==> config.mk <==
export PLATFORM = sky130hd
export DESIGN_NAME = kbd_matrix_scan
export DESIGN_NICKNAME = d
export VERILOG_FILES = /design/src/rtl/kbd_scan_pkg.sv /design/src/rtl/kbd_scan_counter.sv /design/src/rtl/kbd_sync.sv /design/src/rtl/kbd_row_decode.sv /design/src/rtl/kbd_matrix_scan.sv
export SDC_FILE = /design/constraint.sdc
export NUM_CORES = 1
export LEC_CHECK = 0
export BUFFER_PORTS_ARGS = -buffer_cell sky130_fd_sc_hd__buf_2
export CAP_MARGIN = 20
export CORE_UTILIZATION = 44
export CTS_CLUSTER_SIZE = 25
export DETAILED_ROUTE_END_ITERATION = 8
export GPL_TIMING_DRIVEN = 0
export MAX_ROUTING_LAYER = met4
export PLACE_DENSITY = 0.68
export SLEW_MARGIN = 20
export SYNTH_ARGS = -nofsm -noshare
export SYNTH_HDL_FRONTEND = slang
export SYNTH_SLANG_ARGS = --single-unit
==> constraint.sdc <==
create_clock -name clk -period 1.46 [get_ports clk]
set_input_delay 0.146 -clock clk [delete_from_list [all_inputs] [get_ports clk]]
set_output_delay 0.146 -clock clk [all_outputs]
set_load 0.01 [all_outputs]
==> src/rtl/kbd_scan_pkg.sv <==
// Package: shared constants and types for the keyboard matrix scanner.
// Assumes: a matrix whose row and column counts are powers of two.
package kbd_scan_pkg;

    // Default geometry: 8 rows x 8 columns.
    localparam int unsigned KBD_ROW_BITS = 3;
    localparam int unsigned KBD_COL_BITS = 3;

    // Synchronized modifier pair carried beside the column lines.
    typedef struct packed {
        logic shift;
        logic ctrl;
    } kbd_mod_t;

endpackage

==> src/rtl/kbd_scan_counter.sv <==
// Module: scan position and dwell counter.
// Holds each position for DWELL cycles. eval marks the last dwell cycle,
// and the position advances on the edge that ends it. Because the
// position count is a power of two, the column wraps into the row and
// the code wraps to zero without extra logic.
// Assumes: DWELL >= 2.
module kbd_scan_counter #(
    parameter int unsigned POS_W = 6,
    parameter int unsigned DWELL = 4
) (
    input  logic             clk,
    input  logic             rst_n,
    input  logic             adv_en,
    output logic [POS_W-1:0] pos,
    output logic             eval
);
    localparam int unsigned PH_W = (DWELL > 1) ? $clog2(DWELL) : 1;
    localparam logic [PH_W-1:0] PH_LAST = PH_W'(DWELL - 1);

    logic [PH_W-1:0] phase;

    // Dwell phase and scan position update.
    always_ff @(posedge clk) begin
        if (!rst_n) begin
            phase <= '0;
            pos   <= '0;
        end else if (adv_en) begin
            if (phase == PH_LAST) begin
                phase <= '0;
                pos   <= pos + 1'b1;
            end else begin
                phase <= phase + 1'b1;
            end
        end
    end

    // Last dwell cycle indicator.
    assign eval = (phase == PH_LAST);

endmodule

==> src/rtl/kbd_sync.sv <==
// Module: multi-stage synchronizer for a bus of independent levels.
// Each bit is synchronized on its own. There is no coherence between bits.
// Assumes: STAGES >= 1. The reset value is zero.
module kbd_sync #(
    parameter int unsigned WIDTH  = 10,
    parameter int unsigned STAGES = 2
) (
    input  logic             clk,
    input  logic             rst_n,
    input  logic [WIDTH-1:0] d_in,
    output logic [WIDTH-1:0] d_out
);
    logic [WIDTH-1:0] stage_q [STAGES];

    genvar s;
    generate
        for (s = 0; s < STAGES; s++) begin : g_stage
            if (s == 0) begin : g_first
                // First capture of the raw inputs.
                always_ff @(posedge clk) begin
                    if (!rst_n) stage_q[0] <= '0;
                    else        stage_q[0] <= d_in;
                end
            end else begin : g_next
                // Further settling stage.
                always_ff @(posedge clk) begin
                    if (!rst_n) stage_q[s] <= '0;
                    else        stage_q[s] <= stage_q[s-1];
                end
            end
        end
    endgenerate

    assign d_out = stage_q[STAGES-1];

endmodule

==> src/rtl/kbd_row_decode.sv <==
// Module: binary to one-hot row drive decoder.
// Assumes: ROWS == 2**ROW_BITS, so every index selects one row.
module kbd_row_decode #(
    parameter int unsigned ROW_BITS = 3,
    parameter int unsigned ROWS     = 8
) (
    input  logic [ROW_BITS-1:0] row_idx,
    output logic [ROWS-1:0]     row_sel
);
    genvar r;
    generate
        for (r = 0; r < ROWS; r++) begin : g_row
            // One comparator per row line.
            assign row_sel[r] = (row_idx == ROW_BITS'(r));
        end
    endgenerate

endmodule

==> src/rtl/kbd_matrix_scan.sv <==
// Module: keyboard matrix scanner top.
// Drives one row at a time and selects one synchronized column line.
// It raises key_strobe in the last dwell cycle when that crosspoint is
// closed. key_code is the raw scan position.
// Assumes: DWELL >= SYNC_STAGES + 1, so that the synchronized column copy
// reflects the current row before evaluation.
module kbd_matrix_scan
    import kbd_scan_pkg::*;
#(
    parameter int unsigned ROW_BITS    = KBD_ROW_BITS,
    parameter int unsigned COL_BITS    = KBD_COL_BITS,
    parameter int unsigned SYNC_STAGES = 2,
    parameter int unsigned DWELL       = 4,
    localparam int unsigned ROWS   = 1 << ROW_BITS,
    localparam int unsigned COLS   = 1 << COL_BITS,
    localparam int unsigned CODE_W = ROW_BITS + COL_BITS
) (
    input  logic              clk,
    input  logic              rst_n,
    input  logic              scan_en,
    input  logic [COLS-1:0]   col_in,
    input  logic              shift_in,
    input  logic              ctrl_in,
    output logic [ROWS-1:0]   row_sel,
    output logic [CODE_W-1:0] key_code,
    output logic              key_strobe,
    output logic              mod_shift,
    output logic              mod_ctrl
);
    localparam int unsigned SYNC_W = COLS + 2;

    logic [CODE_W-1:0]   pos;
    logic                eval;
    logic [SYNC_W-1:0]   sync_out;
    logic [COLS-1:0]     col_s;
    kbd_mod_t            mod_s;
    logic [COL_BITS-1:0] col_idx;
    logic [ROW_BITS-1:0] row_idx;
    logic                col_hit;

    kbd_scan_counter #(
        .POS_W (CODE_W),
        .DWELL (DWELL)
    ) u_cnt (
        .clk    (clk),
        .rst_n  (rst_n),
        .adv_en (scan_en),
        .pos    (pos),
        .eval   (eval)
    );

    kbd_sync #(
        .WIDTH  (SYNC_W),
        .STAGES (SYNC_STAGES)
    ) u_sync (
        .clk   (clk),
        .rst_n (rst_n),
        .d_in  ({shift_in, ctrl_in, col_in}),
        .d_out (sync_out)
    );

    // Split the synchronized bus into column lines and modifiers.
    assign col_s = sync_out[COLS-1:0];
    assign mod_s = kbd_mod_t'(sync_out[SYNC_W-1 -: 2]);

    // Row index in the high bits, column index in the low bits.
    assign col_idx = pos[COL_BITS-1:0];
    assign row_idx = pos[CODE_W-1 -: ROW_BITS];

    kbd_row_decode #(
        .ROW_BITS (ROW_BITS),
        .ROWS     (ROWS)
    ) u_row (
        .row_idx (row_idx),
        .row_sel (row_sel)
    );

    // Column multiplexer: sense line of the addressed crosspoint.
    assign col_hit = col_s[col_idx];

    // Strobe only at evaluation while scanning.
    assign key_strobe = scan_en & eval & col_hit;

    assign key_code  = pos;
    assign mod_shift = mod_s.shift;
    assign mod_ctrl  = mod_s.ctrl;

endmodule

### Word-level counts from Yosys, hierarchy flattened

Memories as Yosys holds them, arrays and structs flattened.
Index checks and enable logic that the tools add are counted.

| word-level totals | value |
|---|---|
| register bits | 8 |
| latch bits | 0 |
| bits in writable memories | 20 |
| ROM bits | 0 |
| input bits | 13 |
| output and inout port bits | 17 |
| word-level logic and storage cells | 27 |
| memories | 1 |

Memories:

| name | words | width | read ports | clocked after Yosys merged registers in | wr ports | line | RTL |
|---|---|---|---|---|---|---|---|
| u_sync.stage_q | 2 | 10 | 2 | 0 | 2 | kbd_sync.sv:13 | `logic [WIDTH-1:0] stage_q [STAGES];` |

| cells by class | value |
|---|---|
| add/sub/neg operators | 2 |
| $mul | 0 |
| div/mod/pow operators | 0 |
| magnitude comparators | 1 |
| equal/unequal tests | 8 |
| shift operators | 0 |
| mux-type cells | 7 |
| bitwise logic cells | 4 |
| reductions and logical operators | 2 |

Operators by type and width:

| cell | number |
|---|---|
| two-way mux 10 bit | 2 |
| == test 3 bit (second input constant) | 4 |
| adder 6 x 1 -> 6 bit (second input constant) | 1 |
| == test 3 x 2 -> 1 bit (second input constant) | 2 |
| < comparator 3 x 4 -> 1 bit (second input constant) | 1 |
| binary-select mux 1 bit (select 3 bit) | 1 |
| == test 3 x 1 -> 1 bit (second input constant) | 1 |
| zero test 3 bit | 1 |
| two-way mux 1 bit | 3 |
| adder 2 x 1 -> 2 bit (second input constant) | 1 |
| AND 1 bit | 2 |
| == test 2 bit (second input constant) | 1 |
| two-way mux 2 bit | 1 |
| bitwise OR 1 bit | 2 |
| AND reduction 2 bit | 1 |

### Logic depth before layout (Yosys ltp)

| logic depth | value |
|---|---|
| depth after elaboration | 3 |
| gate-level depth with buffers | 4 |
| depth with buffers taken out | 4 |

### By module

A second synthesis with hierarchy kept.

| second synthesis, totals | value |
|---|---|
| cells, all modules | 95 |
| area total of the unflattened synthesis | 1068.5 um^2 |

Modules (own cells, without submodules):

| module | instances | cells an instance | area each (um^2) | seq. area each (um^2) |
|---|---|---|---|---|
| kbd_sync | 1 | 42 | 561.8 | 400.4 |
| kbd_scan_counter | 1 | 38 | 369.1 | 160.2 |
| kbd_matrix_scan | 1 | 7 | 72.6 | 0.0 |
| kbd_row_decode | 1 | 8 | 65.1 | 0.0 |

### Worst setup path after synthesis

OpenSTA, ideal clock, no wires.

| timing path | value |
|---|---|
| path type | reg2out |
| start point | reg u_cnt.pos[1] |
| end point | out key_strobe |
| arrival time | 1.240 ns |
| setup slack | 0.074 ns |
| cell stages (with the launch flop) | 4 |
| path buffers | 0 |
| cell sequence | dfxtp_1 mux4_2 nor2_1 nor4_1 |

| between the ends | value |
|---|---|
| word-level cells in the longest chain between the ends | 3 |

RTL lines:

| item | line | RTL |
|---|---|---|
| from (decl) | kbd_scan_counter.sv:14 | `output logic [POS_W-1:0] pos,` |
| from (signal assigned) | kbd_scan_counter.sv:30 | `pos <= pos + 1'b1;` |
| binary-select mux 1 bit (select 3 bit) | kbd_matrix_scan.sv:79 | `assign col_hit = col_s[col_idx];` |
| two-way mux 1 bit (implied by the code) | kbd_matrix_scan.sv:79 |  |
| AND 1 bit | kbd_matrix_scan.sv:82 | `assign key_strobe = scan_en & eval & col_hit;` |
| to (decl) | kbd_matrix_scan.sv:26 | `output logic key_strobe,` |

No other way between the ends. The select of a mux whose other input is x is not followed.

### Worst setup path after layout

Same ends and word-level chain as after synthesis.

==> results.py <==
metrics = {
    "final_layout": {
        "area_growth_pct": 29.7,
        "diodes": 0,
        "final_nets": 150,
        "fin_cells": 161,
        "layout-drive-gt1-share_pct": 38.1,
    },
    "sta": {
        "fin_skew_ns": 0.00246,
        "fin_crit_sh_pct": 115,
        "setup_violations": 1,
        "hold_viol": 0,
        "max-slew-margin-rel_pct": 79.1,
        "worstMarginPinSlew_ns": 0.314,
        "rsz0062_at_grt": "true",
        "timing.fmax_ghz": 0.596,
        "layout_setup_ws_ns": -0.218,
        "layout_min_cycle_time_ns": 1.68,
        "slew_viol_final": 0,
    },
    "logic_synthesis": {
        "synth_area_leaders": "dfxtp_1, and2_1, mux2i_1",
        "synth_seq_area_share_pct": 55.7,
        "syn_inst": 97,
        "yosysMostFrequentCell": "dfxtp_1",
        "synth_fa_ha_area_share_pct": 2.49,
        "yosys-top-cells-count": "dfxtp_1, and2_1, nor2_1",
        "synth_top_area_cell": "dfxtp_1",
        "muxShareOfSynthArea_pct": 6.34,
        "netlist_area_sq_um": 1010,
        "async_flop_share_pct": 0,
        "synth-xor-area-share_pct": 1.74,
        "synth_top_area_share_pct": 55.7,
        "synth_area_per_cell_sq_um": 10.4,
        "synth_top_family_by_area": "simple AND/OR/NAND/NOR gates",
        "synth_warnings": 0,
        "synth-edff-count": 0,
        "synth_simple_gate_area_share_pct": 27.5,
        "ys_seq_elements": 28,
        "syn-num-nets": 112,
        "synth.distinct_cells": 25,
        "ys.flop_type": "dfxtp_1",
        "synth_compound_area_share_pct": 3.73,
    },
    "outcome": {
        "outcome": "finished, violations left",
        "violations": "setup timing",
    },
    "power": {
        "peakVddDrop_uv": 723,
        "cellLeakagePower_nw": 0.615,
        "power_density_nw_per_um2": 1050,
    },
    "global_route": {
        "gr-total-overflow": 0,
        "grt_pass1_vias": 679,
        "grt_max_degree": 17,
        "grtUsageTotal_pct": 15.2,
        "antenna_found_initial": 0,
        "grt_pass1_wl_um": 2730,
    },
    "drt": {
        "drtAntennaViolNets": 0,
        "vias_per_cell": 4.75,
        "dr.pass1.iters": 4,
        "wl_per_cell_um": 10.3,
        "drc": 0,
        "via_count": 765,
        "drt_iter0_drc": 7,
        "wirelength_um": 1660,
    },
    "clock_network": {
        "htreeDepth": 1,
        "insertion_delay_ns": 0.31,
        "path_clk_slew_ns": 0.14,
        "cts.sinks": 28,
        "cts_tree": "built",
        "root_buffer": "clkbuf_4",
        "clk_path_buf_depth": 2,
        "cts_buffers": 3,
    },
    "floorplanning": {
        "die_area_sq_um": 2480,
        "fp.coreArea_sq_um": 2060,
        "die_w_um": 49.8,
        "top_level_ports": 30,
        "num_rows": 16,
        "initial_utilization_pct": 48.8,
        "die_height_um": 49.8,
    },
    "placement": {
        "dp_slack_ns": -0.00548,
        "port_buffers": 29,
        "dpl.cell_count": 153,
        "gp_congestion": 0.696,
        "place.detailed.hpwl_um": 1160,
    },
    "critical_path": {
        "end_kind": "output port",
        "arrival_ns": 1.53,
        "startpoint_type": "flop",
        "cp_max_fo": 5,
        "crit_required_ns": 1.31,
        "crit_type": "reg -> out",
    },
    "job": {
        "maxCapViolations": 0,
    },
    "min_path": {
        "holdCritPathClass": "in -> reg",
    },
}
[logic make-up (layout without fill, tap and decap cells)]
| group | count (synthesis) | in the layout |
|---|---|---|
| AO/OA/AOI/OAI | 7 | 7 |
| XOR/XNOR | 2 | 2 |
| adder cells (fa/ha/maj) | 2 | 2 |
| buffers and inverters | 6 | 43 |
| flip-flops | 28 | 28 |
| multiplexers | 5 | 5 |
| AND/OR/NAND/NOR | 47 | 47 |
[critical path: stages (launching register included)]
cell and delay [ns]:
dfxtp_4 0.41, mux4_2 0.50, nor2_2 0.11, nor4_2 0.06
buf_2 0.14
[worst paths after layout]
check | from | endpoint | slack (ns) | cells past startpoint
worst max-delay path | u_cnt.pos[1] | key_strobe | -0.22 | 4
worst max register to register | u_cnt.pos[1] | u_cnt.pos[4] | 0.09 | 5
worst min register to register | u_sync.stage_q[0][6] | u_sync.stage_q[1][6] | 0.45 | 1
worst min-delay path | col_in[7] | u_sync.stage_q[0][7] | 0.02 | 2
[report_power, final]
| part | total, mW | switching, mW | leakage (nW) | internal (mW) |
|---|---|---|---|---|
| logic | 0.0741 | 0.0320 | 0.354 | 0.0421 |
| clock network | 0.490 | 0.212 | 0.0279 | 0.277 |
| registers | 0.804 | 0.00943 | 0.233 | 0.794 |
[stage by stage]
step	setup TNS (ns)	utilization, %	power (mW)	instance area (sq um)	hold slack (ns)
final	-0.218	63.3	1.37	1310	0.0156
after global routing	-0.295	63.3	1.43	1310	0.000868
after CTS	-0.227	61.5	1.38	1270	0.00331
after detailed placement	-0.00548	57.5	0.891	1180	0.348
after global placement	-0.00975	57.5	0.885	1180	0.345
after floorplan	0	-	0.860	1010	0.268
[state kept, by name, summed over array words and instances, names as in the netlist]
name            count
u_cnt.phase         2
u_cnt.pos           6
u_sync.stage_q     20
[layout by cell type (no fill, tap or decap), types with 3 or more instances in the layout]
cell,Yosys,final
nand2_1,3,3
dfxtp_2,0,5
a21oi_1,4,4
mux2i_1,3,3
clkbuf_4,0,5
nor3b_1,4,4
nand3_1,3,3
and2_1,20,20
buf_2,2,30
nor2_1,7,6
dfxtp_1,28,22
[metal layers]
layer | up-vias | share of wire (%) | global-route usage, %
met4 | 0 | 0.90 | 7.62
met5 | - | 0 | -
met3 | 2 | 4.3 | 4.01
li1 | 394 | - | -
met2 | 26 | 51 | 26.6
met1 | 343 | 44 | 15.4
[final cells by class]
| cell class | count | area [sq um] |
|---|---|---|
| Clock inverter | 1 | 30.0 |
| Timing Repair Buffer | 33 | 180 |
| Inverter | 1 | 3.75 |
| Fill cell | 184 | 757 |
| Multi-Input combinational cell | 63 | 437 |
| Tap cell | 27 | 33.8 |
| Clock buffer | 3 | 22.5 |
| Sequential cell | 28 | 571 |
| Buffer | 5 | 27.5 |
[what timing repair did]
action | 4_1_cts | 5_1_grt
hold buffers | 0 | 2
buffers inserted | 2 | 0
hold endpoints to repair | 0 | 2
setup endpoints to repair | 4 | 9
resized for setup | 6 | 9
pin swaps | 1 | 0
No activity file was read; power rests on OpenSTA's default activity.
